--- config.mk ---
export PLATFORM = sky130hd
export DESIGN_NAME = zol_ctrl
export DESIGN_NICKNAME = d
export VERILOG_FILES = /design/src/rtl/zol_pkg.sv /design/src/rtl/zol_level.sv /design/src/rtl/zol_repeat.sv /design/src/rtl/zol_ctrl.sv
export SDC_FILE = /design/constraint.sdc
export NUM_CORES = 1
export LEC_CHECK = 0
export ABC_AREA = 1
export BUFFER_PORTS_ARGS = -buffer_cell sky130_fd_sc_hd__buf_2
export CAP_MARGIN = 30
export CORE_MARGIN = 5
export CORE_UTILIZATION = 49
export DETAILED_ROUTE_END_ITERATION = 8
export PLACE_DENSITY = 0.72
export SETUP_SLACK_MARGIN = 0.5
export SYNTH_ARGS = -nofsm -noshare
export SYNTH_HDL_FRONTEND = slang
export SYNTH_SLANG_ARGS = --single-unit
--- constraint.sdc ---
create_clock -name clk -period 7.5 [get_ports clk]
set_input_delay 1.875 -clock clk [delete_from_list [all_inputs] [get_ports clk]]
set_output_delay 1.875 -clock clk [all_outputs]
set_load 0.005 [all_outputs]
--- src/rtl/zol_pkg.sv ---
package zol_pkg;

    // Command opcodes; levels use a stride of three (start, end, count).
    typedef enum logic [2:0] {
        OP_START0 = 3'd0,
        OP_END0   = 3'd1,
        OP_COUNT0 = 3'd2,
        OP_START1 = 3'd3,
        OP_END1   = 3'd4,
        OP_COUNT1 = 3'd5,
        OP_RPT    = 3'd6,
        OP_NONE   = 3'd7
    } zol_op_e;

    typedef enum logic {
        LV_IDLE,
        LV_LOOP
    } lv_state_e;

    typedef enum logic [1:0] {
        RP_IDLE,
        RP_WAIT,
        RP_RUN
    } rp_state_e;

endpackage

--- src/rtl/zol_level.sv ---
module zol_level
    import zol_pkg::*;
#(
    parameter int AW    = 24,
    parameter int CW    = 16
) (
    input  logic          clk,
    input  logic          rst_n,
    input  logic          flush,
    input  logic          ld_start,
    input  logic          ld_end,
    input  logic          ld_count,
    input  logic [AW-1:0] ld_data,
    input  logic          probe,
    input  logic [AW-1:0] addr,
    input  logic          grant,
    input  logic          nest_hold,
    input  logic          kill,
    output logic          take,
    output logic          fall,
    output logic [AW-1:0] start_addr,
    output logic          active
);

    lv_state_e       state_q, state_d;
    logic [CW-1:0]   cnt_q, cnt_d;
    logic [CW-1:0]   reload_q;
    logic [AW-1:0]   start_q;
    logic [AW-1:0]   end_q;
    logic            hit;

    // Address registers
    always_ff @(posedge clk or negedge rst_n) begin
        if (!rst_n) begin
            start_q  <= '0;
            end_q    <= '0;
            reload_q <= '0;
        end else begin
            if (ld_start) start_q  <= ld_data;
            if (ld_end)   end_q    <= ld_data;
            if (ld_count) reload_q <= ld_data[CW-1:0];
        end
    end

    // State register
    always_ff @(posedge clk or negedge rst_n) begin
        if (!rst_n) begin
            state_q <= LV_IDLE;
            cnt_q   <= '0;
        end else begin
            state_q <= state_d;
            cnt_q   <= cnt_d;
        end
    end

    // Next-state logic
    always_comb begin
        state_d = state_q;
        cnt_d   = cnt_q;
        if (flush) begin
            state_d = LV_IDLE;
        end else if (ld_count) begin
            state_d = LV_LOOP;                     // arm
            cnt_d   = ld_data[CW-1:0];
        end else begin
            unique case (state_q)
                LV_IDLE: ;
                LV_LOOP: begin
                    if (kill) begin
                        state_d = LV_IDLE;         // kill
                    end else if (grant && take) begin
                        cnt_d = cnt_q - 1'b1;      // take
                    end else if (grant && fall) begin
                        if (nest_hold) cnt_d = reload_q;  // rearm
                        else           state_d = LV_IDLE; // fall through
                    end
                end
                default: state_d = LV_IDLE;
            endcase
        end
    end

    // Outputs
    always_comb begin
        hit        = (state_q == LV_LOOP) && probe && (addr == end_q);
        take       = hit && (cnt_q != '0);
        fall       = hit && (cnt_q == '0);
        start_addr = start_q;
        active     = (state_q == LV_LOOP);
    end

    a_r3_count_step: assert property (@(posedge clk) disable iff (!rst_n)
        (grant && take && !flush && !ld_count && !kill) |=> (cnt_q == $past(cnt_q) - 1'b1));

    a_r4_fall_exit: assert property (@(posedge clk) disable iff (!rst_n)
        (grant && fall && !nest_hold && !flush && !ld_count) |=> !active);

    a_r7_rearm: assert property (@(posedge clk) disable iff (!rst_n)
        (grant && fall && nest_hold && !kill && !flush && !ld_count) |=> (active && cnt_q == $past(reload_q)));

    a_r2_arm: assert property (@(posedge clk) disable iff (!rst_n)
        (ld_count && !flush) |=> active);

endmodule

--- src/rtl/zol_repeat.sv ---
module zol_repeat
    import zol_pkg::*;
#(
    parameter int CW = 16
) (
    input  logic          clk,
    input  logic          rst_n,
    input  logic          flush,
    input  logic          ld,
    input  logic [CW-1:0] ld_count,
    input  logic          fetch_valid,
    output logic          stall,
    output logic          final_copy,
    output logic          busy
);

    rp_state_e     state_q, state_d;
    logic [CW-1:0] pend_q, pend_d;
    logic [CW-1:0] rem_q, rem_d;

    // State register
    always_ff @(posedge clk or negedge rst_n) begin
        if (!rst_n) begin
            state_q <= RP_IDLE;
            pend_q  <= '0;
            rem_q   <= '0;
        end else begin
            state_q <= state_d;
            pend_q  <= pend_d;
            rem_q   <= rem_d;
        end
    end

    // Next-state logic
    always_comb begin
        state_d = state_q;
        pend_d  = pend_q;
        rem_d   = rem_q;
        if (flush) begin
            state_d = RP_IDLE;
        end else if (ld) begin
            state_d = RP_WAIT;                      // arm
            pend_d  = ld_count;
        end else begin
            unique case (state_q)
                RP_IDLE: ;
                RP_WAIT: begin
                    if (fetch_valid) begin
                        if (pend_q == '0) begin
                            state_d = RP_IDLE;      // single
                        end else begin
                            state_d = RP_RUN;       // hold
                            rem_d   = pend_q;
                        end
                    end
                end
                RP_RUN: begin
                    rem_d = rem_q - 1'b1;
                    if (rem_q == CW'(1)) state_d = RP_IDLE;  // release
                end
                default: state_d = RP_IDLE;
            endcase
        end
    end

    // Outputs
    always_comb begin
        stall      = ((state_q == RP_WAIT) && fetch_valid && (pend_q != '0)) ||
                     ((state_q == RP_RUN) && (rem_q != CW'(1)));
        final_copy = (state_q == RP_IDLE) ||
                     ((state_q == RP_WAIT) && (pend_q == '0)) ||
                     ((state_q == RP_RUN) && (rem_q == CW'(1)));
        busy       = (state_q != RP_IDLE);
    end

    a_r8_run_nonzero: assert property (@(posedge clk) disable iff (!rst_n)
        (state_q == RP_RUN) |-> (rem_q != '0));

    a_r8_stall_continues: assert property (@(posedge clk) disable iff (!rst_n)
        ((state_q == RP_RUN) && stall && !flush && !ld) |=> (state_q == RP_RUN));

endmodule

--- src/rtl/zol_ctrl.sv ---
module zol_ctrl
    import zol_pkg::*;
#(
    parameter int AW = 24,
    parameter int CW = 16
) (
    input  logic          clk,
    input  logic          rst_n,
    input  logic          flush,
    input  logic          cmd_valid,
    input  logic [2:0]    cmd_op,
    input  logic [AW-1:0] cmd_data,
    input  logic          fetch_valid,
    input  logic [AW-1:0] fetch_addr,
    output logic          redirect_valid,
    output logic [AW-1:0] redirect_addr,
    output logic          stall,
    output logic          in_loop,
    output logic [1:0]    level_active
);

    localparam int LEVELS = 2;
    localparam int STRIDE = 3;

    logic [LEVELS-1:0] take, fall, active, grant, hold, kill;
    logic [AW-1:0]     lv_start [LEVELS];
    logic              rpt_ld, rpt_final, rpt_busy, probe;

    assign rpt_ld = cmd_valid && (cmd_op == OP_RPT);
    assign probe  = fetch_valid && rpt_final;

    zol_repeat #(.CW(CW)) u_rpt (
        .clk         (clk),
        .rst_n       (rst_n),
        .flush       (flush),
        .ld          (rpt_ld),
        .ld_count    (cmd_data[CW-1:0]),
        .fetch_valid (fetch_valid),
        .stall       (stall),
        .final_copy  (rpt_final),
        .busy        (rpt_busy)
    );

    for (genvar i = 0; i < LEVELS; i++) begin : g_lvl
        logic ld_s, ld_e, ld_c;
        assign ld_s = cmd_valid && (cmd_op == 3'(int'(OP_START0) + STRIDE*i));
        assign ld_e = cmd_valid && (cmd_op == 3'(int'(OP_END0)   + STRIDE*i));
        assign ld_c = cmd_valid && (cmd_op == 3'(int'(OP_COUNT0) + STRIDE*i));

        // Innermost level always wins; outer ones only when no inner redirect.
        if (i == LEVELS-1) begin : g_top
            assign grant[i] = 1'b1;
        end else begin : g_sub
            assign grant[i] = !take[i+1];
        end

        // Inner levels rearm while the enclosing level keeps looping.
        if (i == 0) begin : g_outer
            assign hold[i] = 1'b0;
            assign kill[i] = 1'b0;
        end else begin : g_inner
            assign kill[i] = grant[i-1] && fall[i-1];
            assign hold[i] = active[i-1] && !kill[i];
        end

        zol_level #(.AW(AW), .CW(CW)) u_lvl (
            .clk        (clk),
            .rst_n      (rst_n),
            .flush      (flush),
            .ld_start   (ld_s),
            .ld_end     (ld_e),
            .ld_count   (ld_c),
            .ld_data    (cmd_data),
            .probe      (probe),
            .addr       (fetch_addr),
            .grant      (grant[i]),
            .nest_hold  (hold[i]),
            .kill       (kill[i]),
            .take       (take[i]),
            .fall       (fall[i]),
            .start_addr (lv_start[i]),
            .active     (active[i])
        );
    end

    always_comb begin
        redirect_valid = take[1] || (take[0] && grant[0]);
        redirect_addr  = take[1] ? lv_start[1] : lv_start[0];
        in_loop        = (|active) || rpt_busy;
        level_active   = active;
    end

    a_r9_no_clash: assert property (@(posedge clk) disable iff (!rst_n)
        redirect_valid |-> !stall);

    a_r12_idle_fetch: assert property (@(posedge clk) disable iff (!rst_n)
        !fetch_valid |-> !redirect_valid);

    a_r10_flush_clears: assert property (@(posedge clk) disable iff (!rst_n)
        flush |=> (!in_loop && level_active == 2'b00));

    a_r6_outer_held: assert property (@(posedge clk) disable iff (!rst_n)
        (take[1] && active[0] && !flush && !cmd_valid) |=> active[0]);

endmodule

==> run_results.csv, run 1 <==
group,metric,value,unit
route,route.final.wire_length,25400,µm
final_layout,antenna_cells_inserted,0,
timing,layout_min_cycle_time,6.21,ns
setup_path,setup.worst_path.start_class,"primary input",
place,gp_routability_congestion,0.899,
synthesis,synthesis.nets,1359,
floorplanning,start_util,49.4,%
timing,timing_worst_slew_pin_value,1.01,ns
floorplanning,design.die.area,0.0224,mm²
setup_path,critPathBufInv,3,
final_layout,n_fill_cell,1865,
setup_path,timing.critical_path.from,"fetch_addr[4]",
synthesis,postSynth.asyncResetShare,100,%
flow_run,timing.max_cap.violations,0,
place,dp.final_hpwl,17700,µm
final_layout,post_route_cells_drive_above_1_share,11.5,%
setup_path,required,5.62,ns
timing,max_freq,161,MHz
setup_path,most_frequent_cell_on_the_critical_path,"sky130_fd_sc_hd__nand2_1",
timing,setup_ws,1.29,ns
floorplanning,die-height,150,µm
synthesis,synth_area_leaders,"sky130_fd_sc_hd__dfrtp_1 (47%), sky130_fd_sc_hd__nand2_1 (18%), sky130_fd_sc_hd__o21ai_0 (9.8%)",
final_layout,synth_to_layout_area_growth,13.0,%
timing,rsz0062_at_grt,"false",
global_route,first_pass_grt_wire_length,40800,µm
synthesis,register_bit_count_reported_by_yosys,180,
setup_path,max_stage_delay_on_crit_path,0.76,ns
clock_network,worstSkewPairLatency,0.44,ns
setup_path,setup.worst_path.end_class,"output port",
floorplanning,placeableCoreArea,0.0193,mm²
synthesis,ys_seq_area_share,47.2,%
route,number_of_remaining_drc_errors,0,
route,wl_met1,11300,µm
place,port-buffer-count,84,
place,pre_cts_slack,1.34,ns
synthesis,synth.most_common_cell,"sky130_fd_sc_hd__nand2_1",
synthesis,top_post_synthesis_cells_by_count,"sky130_fd_sc_hd__nand2_1 (457), sky130_fd_sc_hd__o21ai_0 (187), sky130_fd_sc_hd__dfrtp_1 (180), sky130_fd_sc_hd__inv_1 (130), sky130_fd_sc_hd__nor2_1 (90)",
global_route,antenna_found_initial,1,
synthesis,number_of_library_cell_types_mapped_by_synthesis,39,
route,drt_first_iter_violations,755,
final_layout,nets,1417,
clock_network,post_cts_buffers,0,
clock_network,cts.repair.resized,0,
global_route,sum_of_overflow_across_all_layers_after_global_routing,0,
status,run_status,"complete, no violations",
min_path,min_path_type,"register to register",
floorplanning,die_w,150,µm
synthesis,postSynth.topFlopCell,"sky130_fd_sc_hd__dfrtp_1",
clock_network,clk_transition_reported_paths,0.07,ns
floorplanning,io_pins,85,
power_and_ir_drop,totalPowerFinal,0.00308,W
synthesis,synth-edff-count,0,
clock_network,clock_tree.htree_level_count,4,
route,drt-pass1-iter-count,5,
power_and_ir_drop,total_leakage_power,5.63,nW
timing,setup_viol,0,
timing,timing.final.hold_violations,0,
timing,max-slew-margin-rel,32.7,%
synthesis,synth-warning-count,0,
setup_path,critPathTopFamily,"simple AND/OR/NAND/NOR gates",
floorplanning,row_count,51,
synthesis,netlist.area_leader.share,47.2,%
route,num_vias,8577,
min_path,min-delay-start,"g_lvl[1].u_lvl.reload_q[14]$_DFFE_PN0P_",
setup_path,r2r_start,"u_rpt.state_q[0]$_DFFE_PN0P_",
clock_network,cts_hold_repair.buffers,0,
setup_path,data_arrival_time_of_the_worst_path,4.34,ns
route,routed_via_density,5.26,
route,drtAntennaViolNets,0,
synthesis,synthDominantAreaCellType,"sky130_fd_sc_hd__dfrtp_1",
global_route,grt_max_degree,78,
clock_network,tritoncts,"yes",
timing,fin_setup_tns,0,ns
timing,timing_max_transition_violations_final,0,
route,wl_met2,11900,µm
setup_path,crit_type,"primary input to output port",
clock_network,cts-root-to-sink-buffers,2,
setup_path,crit_chain,"buf_2 > xnor2_1 > nand2_1 > nor2_1 > nand3_1 > nor2_2 > nand3_4 > inv_1 > nand2_1 > nand2_1 > buf_2",
timing,layout_worst_path_cycle_share,82.8,%
clock_network,clk_root_buffer_cell,"sky130_fd_sc_hd__clkbuf_16",
setup_path,critPathSlowestCell,"sky130_fd_sc_hd__inv_1",
route,top_signal_layer_used,"met4",
power_and_ir_drop,p_per_area,285,mW/mm²
global_route,grt_util_all_layers,23.3,%
synthesis,synth.avg_cell_area,7.38,µm²
timing,finalClockSkew,0.00985,ns
setup_path,timing.critical_path.fanout_max,30,
synthesis,postSynthCellCount,1295,
clock_network,cts.sink_count,180,
global_route,grt_pass1_vias,7999,
synthesis,synth_area,0.00955,mm²
clock_network,tritoncts.num_buffers,17,
power_and_ir_drop,peakVddDrop,0.000162,V
route,dr_wl_met3,1620,µm
route,route.detailed.wl_per_inst,15.6,µm
cell families (layout without fill, tap and decap cells):
logic type / Yosys count / after routing / share of synthesized area (%)
xor gates and xnor gates: 31 / 31 / 2.84
DFF: 180 / 180 / 47.2
AOI/OAI and AO/OA: 233 / 233 / 12.7
adders and majority gates: 8 / 8 / 1.05
and+or+nand+nor: 656 / 656 / 28.5
buffers and inverters: 187 / 258 / 7.75
cell usage in the layout (no fill, tap or decap), types with 13 or more instances in the layout:
cell                        count
sky130_fd_sc_hd__nor2_1        90
sky130_fd_sc_hd__inv_1        130
sky130_fd_sc_hd__nand2_1      457
sky130_fd_sc_hd__buf_2         83
sky130_fd_sc_hd__dfrtp_1      180
sky130_fd_sc_hd__o21ai_0      187
sky130_fd_sc_hd__xnor2_1       16
sky130_fd_sc_hd__nand4_1       13
sky130_fd_sc_hd__nand3_1       56
sky130_fd_sc_hd__a21oi_1       18
sky130_fd_sc_hd__xor2_1        15
sky130_fd_sc_hd__clkbuf_16     17
final timing paths:
check	endpoint	slack [ns]	cells after the start
max in group asynchronous	g_lvl[0].u_lvl.cnt_q[7]$_DFFE_PN0P_	5.34	3
max reg2reg	g_lvl[0].u_lvl.cnt_q[3]$_DFFE_PN0P_	4.08	13
min	g_lvl[1].u_lvl.reload_q[14]$_DFFE_PN0P_	0.48	2
min reg2reg	g_lvl[1].u_lvl.reload_q[14]$_DFFE_PN0P_	0.48	2
min in group asynchronous	g_lvl[1].u_lvl.end_q[4]$_DFFE_PN0P_	1.30	1
max	redirect_addr[8]	1.29	11
metal layers:
layer	global-route usage, %	vias to the layer above
li1	-	4216
met4	7.55	0
met2	37.6	246
met5	0	-
met3	3.91	39
met1	32.3	4076
per-stage QoR:
step / area (µm²) / util [%] / hold slack, ns / cells
2_1_floorplan: 9550 / - / 0.442 / 1295
3_3_place_gp: 10100 / 52.4 / 0.464 / 1596
3_5_place_dp: 10100 / 52.4 / 0.466 / 1596
4_1_cts: 10700 / 55.4 / 0.485 / 1628
5_1_grt: 10800 / 55.8 / 0.501 / 1631
6_report: 10800 / 55.8 / 0.484 / 1631
where the power goes:
| group | internal, W | switching, W |
|---|---|---|
| logic | 0.000318 | 0.000471 |
| clock network | 0.000487 | 0.000409 |
| registers | 0.00120 | 0.000196 |
| total | 0.00200 | 0.00107 |
layout make-up:
class / instances / area [µm²] / area share (%)
multi-input cells: 928 / 4310 / 39.9
clock buffers: 19 / 453 / 4.19
inverters: 131 / 493 / 4.57
clock inverters: 13 / 140 / 1.30
repair buffers: 95 / 569 / 5.27
well taps: 265 / 332 / 3.07
flip-flops and latches: 180 / 4500 / 41.7
worst min-delay path, stage by stage, from the launching register on:
cell                      delay [ns]
sky130_fd_sc_hd__dfrtp_1        0.35
sky130_fd_sc_hd__nand2_1        0.05
sky130_fd_sc_hd__nand2_1        0.05
registers in the layout, indices dropped and copies added, names as in the netlist:
name / cells
g_lvl.u_lvl.end_q: 48
g_lvl.u_lvl.start_addr: 48
g_lvl.u_lvl.cnt_q: 32
g_lvl.u_lvl.reload_q: 16
u_rpt.pend_q: 16
u_rpt.rem_q: 16
g_lvl.u_lvl.active: 2
u_rpt.state_q: 2
Power figures use the tool's default switching activity.
==> run 2, diff against run 1 <==
==> constraint.sdc (replaced) <==
create_clock -name clk -period 5.9 [get_ports clk]
set_input_delay 1.475 -clock clk [delete_from_list [all_inputs] [get_ports clk]]
set_output_delay 1.475 -clock clk [all_outputs]
set_load 0.005 [all_outputs]
==> run 2 against run 1 <==
Sequential power rose by 27%. Via count fell by 1.3%. Routed wire length fell by 1.9%. Setup slack got worse by 0.38 ns. Core utilization fell by 0.29 points. Total power rose by 26%. Die area did not move. Largest cell class unchanged.
==> run_results.csv, run 2 (synthesis results as in run 1) <==
group,metric,value,unit
power_and_ir_drop,combinationalPowerShare,25.7,%
clock_network,worstSkewPairLatency,0.43,ns
route,drtAntennaViolNets,0,
global_route,antenna_found_initial,1,
clock_network,clk_transition_reported_paths,0.07,ns
final_layout,layout_common_cells,"sky130_fd_sc_hd__nand2_1 (457), sky130_fd_sc_hd__o21ai_0 (187), sky130_fd_sc_hd__dfrtp_1 (180)",
setup_path,max_stage_delay_on_crit_path,0.58,ns
power_and_ir_drop,total_leakage_power,5.59,nW
setup_path,crit_chain,"buf_2 > inv_1 > nand2_1 > nand2_1 > inv_1 > nand2_1 > nor2_1 > nand3_1 > nor2_2 > buf_4 > nand3_4 > inv_1 > nand2_1 > nand2_1 > buf_2",
status,run_status,"complete, no violations",
final_layout,final_design_area_no_fill,0.0107,mm²
timing,layout_min_cycle_time,4.99,ns
route,number_of_remaining_drc_errors,0,
setup_path,setup.worst_path.start_class,"primary input",
timing,setup_viol,0,
route,routed_via_density,5.19,
global_route,grt_max_degree,103,
setup_path,setup.worst_path.end_class,"output port",
global_route,grt_pass1_vias,7821,
power_and_ir_drop,power.net_switching,0.00134,W
setup_path,worst_case_reg_to_reg_path_depth,12,
clock_network,clk_root_buffer_cell,"sky130_fd_sc_hd__clkbuf_16",
timing,max-slew-margin-rel,30.4,%
place,port-buffer-count,84,
final_layout,n_fill_cell,1818,
power_and_ir_drop,sw_share,34.8,%
timing,rsz0062_at_grt,"false",
power_and_ir_drop,p_seq_share,45.7,%
setup_path,most_frequent_cell_on_the_critical_path,"sky130_fd_sc_hd__nand2_1",
power_and_ir_drop,power.share.clock,28.6,%
timing,max_freq,200,MHz
clock_network,tritoncts.num_buffers,17,
floorplanning,die-height,150,µm
setup_path,required,4.43,ns
min_path,min_delay_path_depth,2,
floorplanning,row_count,51,
final_layout,area.sequential,0.00450,mm²
clock_network,tritoncts,"yes",
final_layout,leading_cell_type_in_the_layout_fill_and_taps_excluded,"sky130_fd_sc_hd__nand2_1",
setup_path,critPathSlowestCell,"sky130_fd_sc_hd__inv_1",
setup_path,data_arrival_time_of_the_worst_path,3.52,ns
floorplanning,start_util,49.4,%
floorplanning,io_pins,85,
route,route.detailed.wl_per_inst,15.3,µm
clock_network,cts.sink_count,180,
floorplanning,placeableCoreArea,0.0193,mm²
place,numPlacedInstances,1597,
timing,fin_setup_tns,0,ns
final_layout,layoutNonFillerInstCount,1631,
min_path,min_path_type,"register to register",
global_route,first_pass_grt_wire_length,40900,µm
setup_path,crit_type,"primary input to output port",
route,drt-pass1-iter-count,5,
place,pre_cts_slack,0.903,ns
power_and_ir_drop,p_per_area,360,mW/mm²
place,gp_routability_congestion,0.867,
timing,timing.final.hold_violations,0,
timing,layout_worst_path_cycle_share,84.6,%
timing,timing_max_transition_violations_final,0,
final_layout,nets,1416,
timing,finalClockSkew,0.0108,ns
power_and_ir_drop,intPower,0.00252,W
clock_network,clock_tree.htree_level_count,4,
global_route,grt_util_all_layers,23.1,%
clock_network,cts.repair.resized,0,
place,post_dp_cell_area,0.0101,mm²
final_layout,final_core_utilization,55.6,%
route,route.final.wire_length,24900,µm
clock_network,post_cts_buffers,0,
final_layout,area_of_the_multi_input_gates,0.00431,mm²
setup_path,timing.critical_path.fanout_max,25,
place,dp.final_hpwl,17300,µm
power_and_ir_drop,peakVddDrop,0.000194,V
final_layout,synth_to_layout_area_growth,12.5,%
floorplanning,design.die.area,0.0224,mm²
timing,timing_worst_slew_pin_value,1.04,ns
flow_run,timing.max_cap.violations,0,
floorplanning,die_w,150,µm
final_layout,post_route_cells_drive_above_1_share,11.3,%
clock_network,cts_hold_repair.buffers,0,
route,drt_first_iter_violations,657,
clock_network,cts-root-to-sink-buffers,2,
route,num_vias,8463,
timing,setup_ws,0.908,ns
global_route,sum_of_overflow_across_all_layers_after_global_routing,0,
run 2: changes by cell type in the layout (fill, tap and decap cells not counted), sizes merged:
cell / previous run / this run
clkinvlp: 2 / 5
clkbuf: 19 / 20
buf: 95 / 94
clkinv: 5 / 3
diode: 0 / 1
inv: 136 / 134
run 2: per-stage QoR:
stage	hold WS [ns]	total power (W)
floorplan	0.442	0.00247
global placement	0.456	0.00273
detailed placement	0.463	0.00277
CTS	0.479	0.00388
global route	0.506	0.00414
finish	0.480	0.00387
run 2: area by class of cell:
type,instances,share of cell area [%]
Clock buffer,20,4.16
Multi-Input combinational cell,928,40.1
Clock inverter,12,1.14
Antenna cell,1,0.0233
Timing Repair Buffer,94,4.97
Tap cell,265,3.09
Sequential cell,180,41.9
Inverter,131,4.59
run 2: final timing paths:
check	start	end	slack (ns)
max	fetch_addr[11]	redirect_addr[12]	0.91
min	g_lvl[1].u_lvl.cnt_q[15]$_DFFE_PN0P_	g_lvl[1].u_lvl.cnt_q[15]$_DFFE_PN0P_	0.48
max reg2reg	u_rpt.state_q[0]$_DFFE_PN0P_	g_lvl[0].u_lvl.cnt_q[7]$_DFFE_PN0P_	2.45
min reg2reg	g_lvl[1].u_lvl.cnt_q[15]$_DFFE_PN0P_	g_lvl[1].u_lvl.cnt_q[15]$_DFFE_PN0P_	0.48
max in group asynchronous	rst_n	g_lvl[0].u_lvl.cnt_q[5]$_DFFE_PN0P_	4.01
min in group asynchronous	rst_n	g_lvl[1].u_lvl.end_q[13]$_DFFE_PN0P_	0.83
run 2: power by group through the flow:
stage / Sequential, W / Clock, W / Combinational [W]
final: 0.00177 / 0.00111 / 0.000994
after global routing: 0.00181 / 0.00118 / 0.00116
after CTS: 0.00176 / 0.00112 / 0.000996
after detailed placement: 0.00178 / 0 / 0.000988
after global placement: 0.00178 / 0 / 0.000959
after floorplan: 0.00172 / 0 / 0.000753
run 2: metal layers:
metal | up-vias | share of wire (%) | global-route usage, %
met5 | - | 0.028 | 0
met2 | 259 | 46 | 36.7
met3 | 24 | 7.0 | 4.24
met1 | 3966 | 46 | 33.0
met4 | 2 | 1.2 | 5.63
li1 | 4212 | - | -
run 2: critical path, delay by kind of cell:
family / cells / cell delay (ns)
AND/OR/NAND/NOR: 9 / 0.89
buffers and inverters: 6 / 1.13
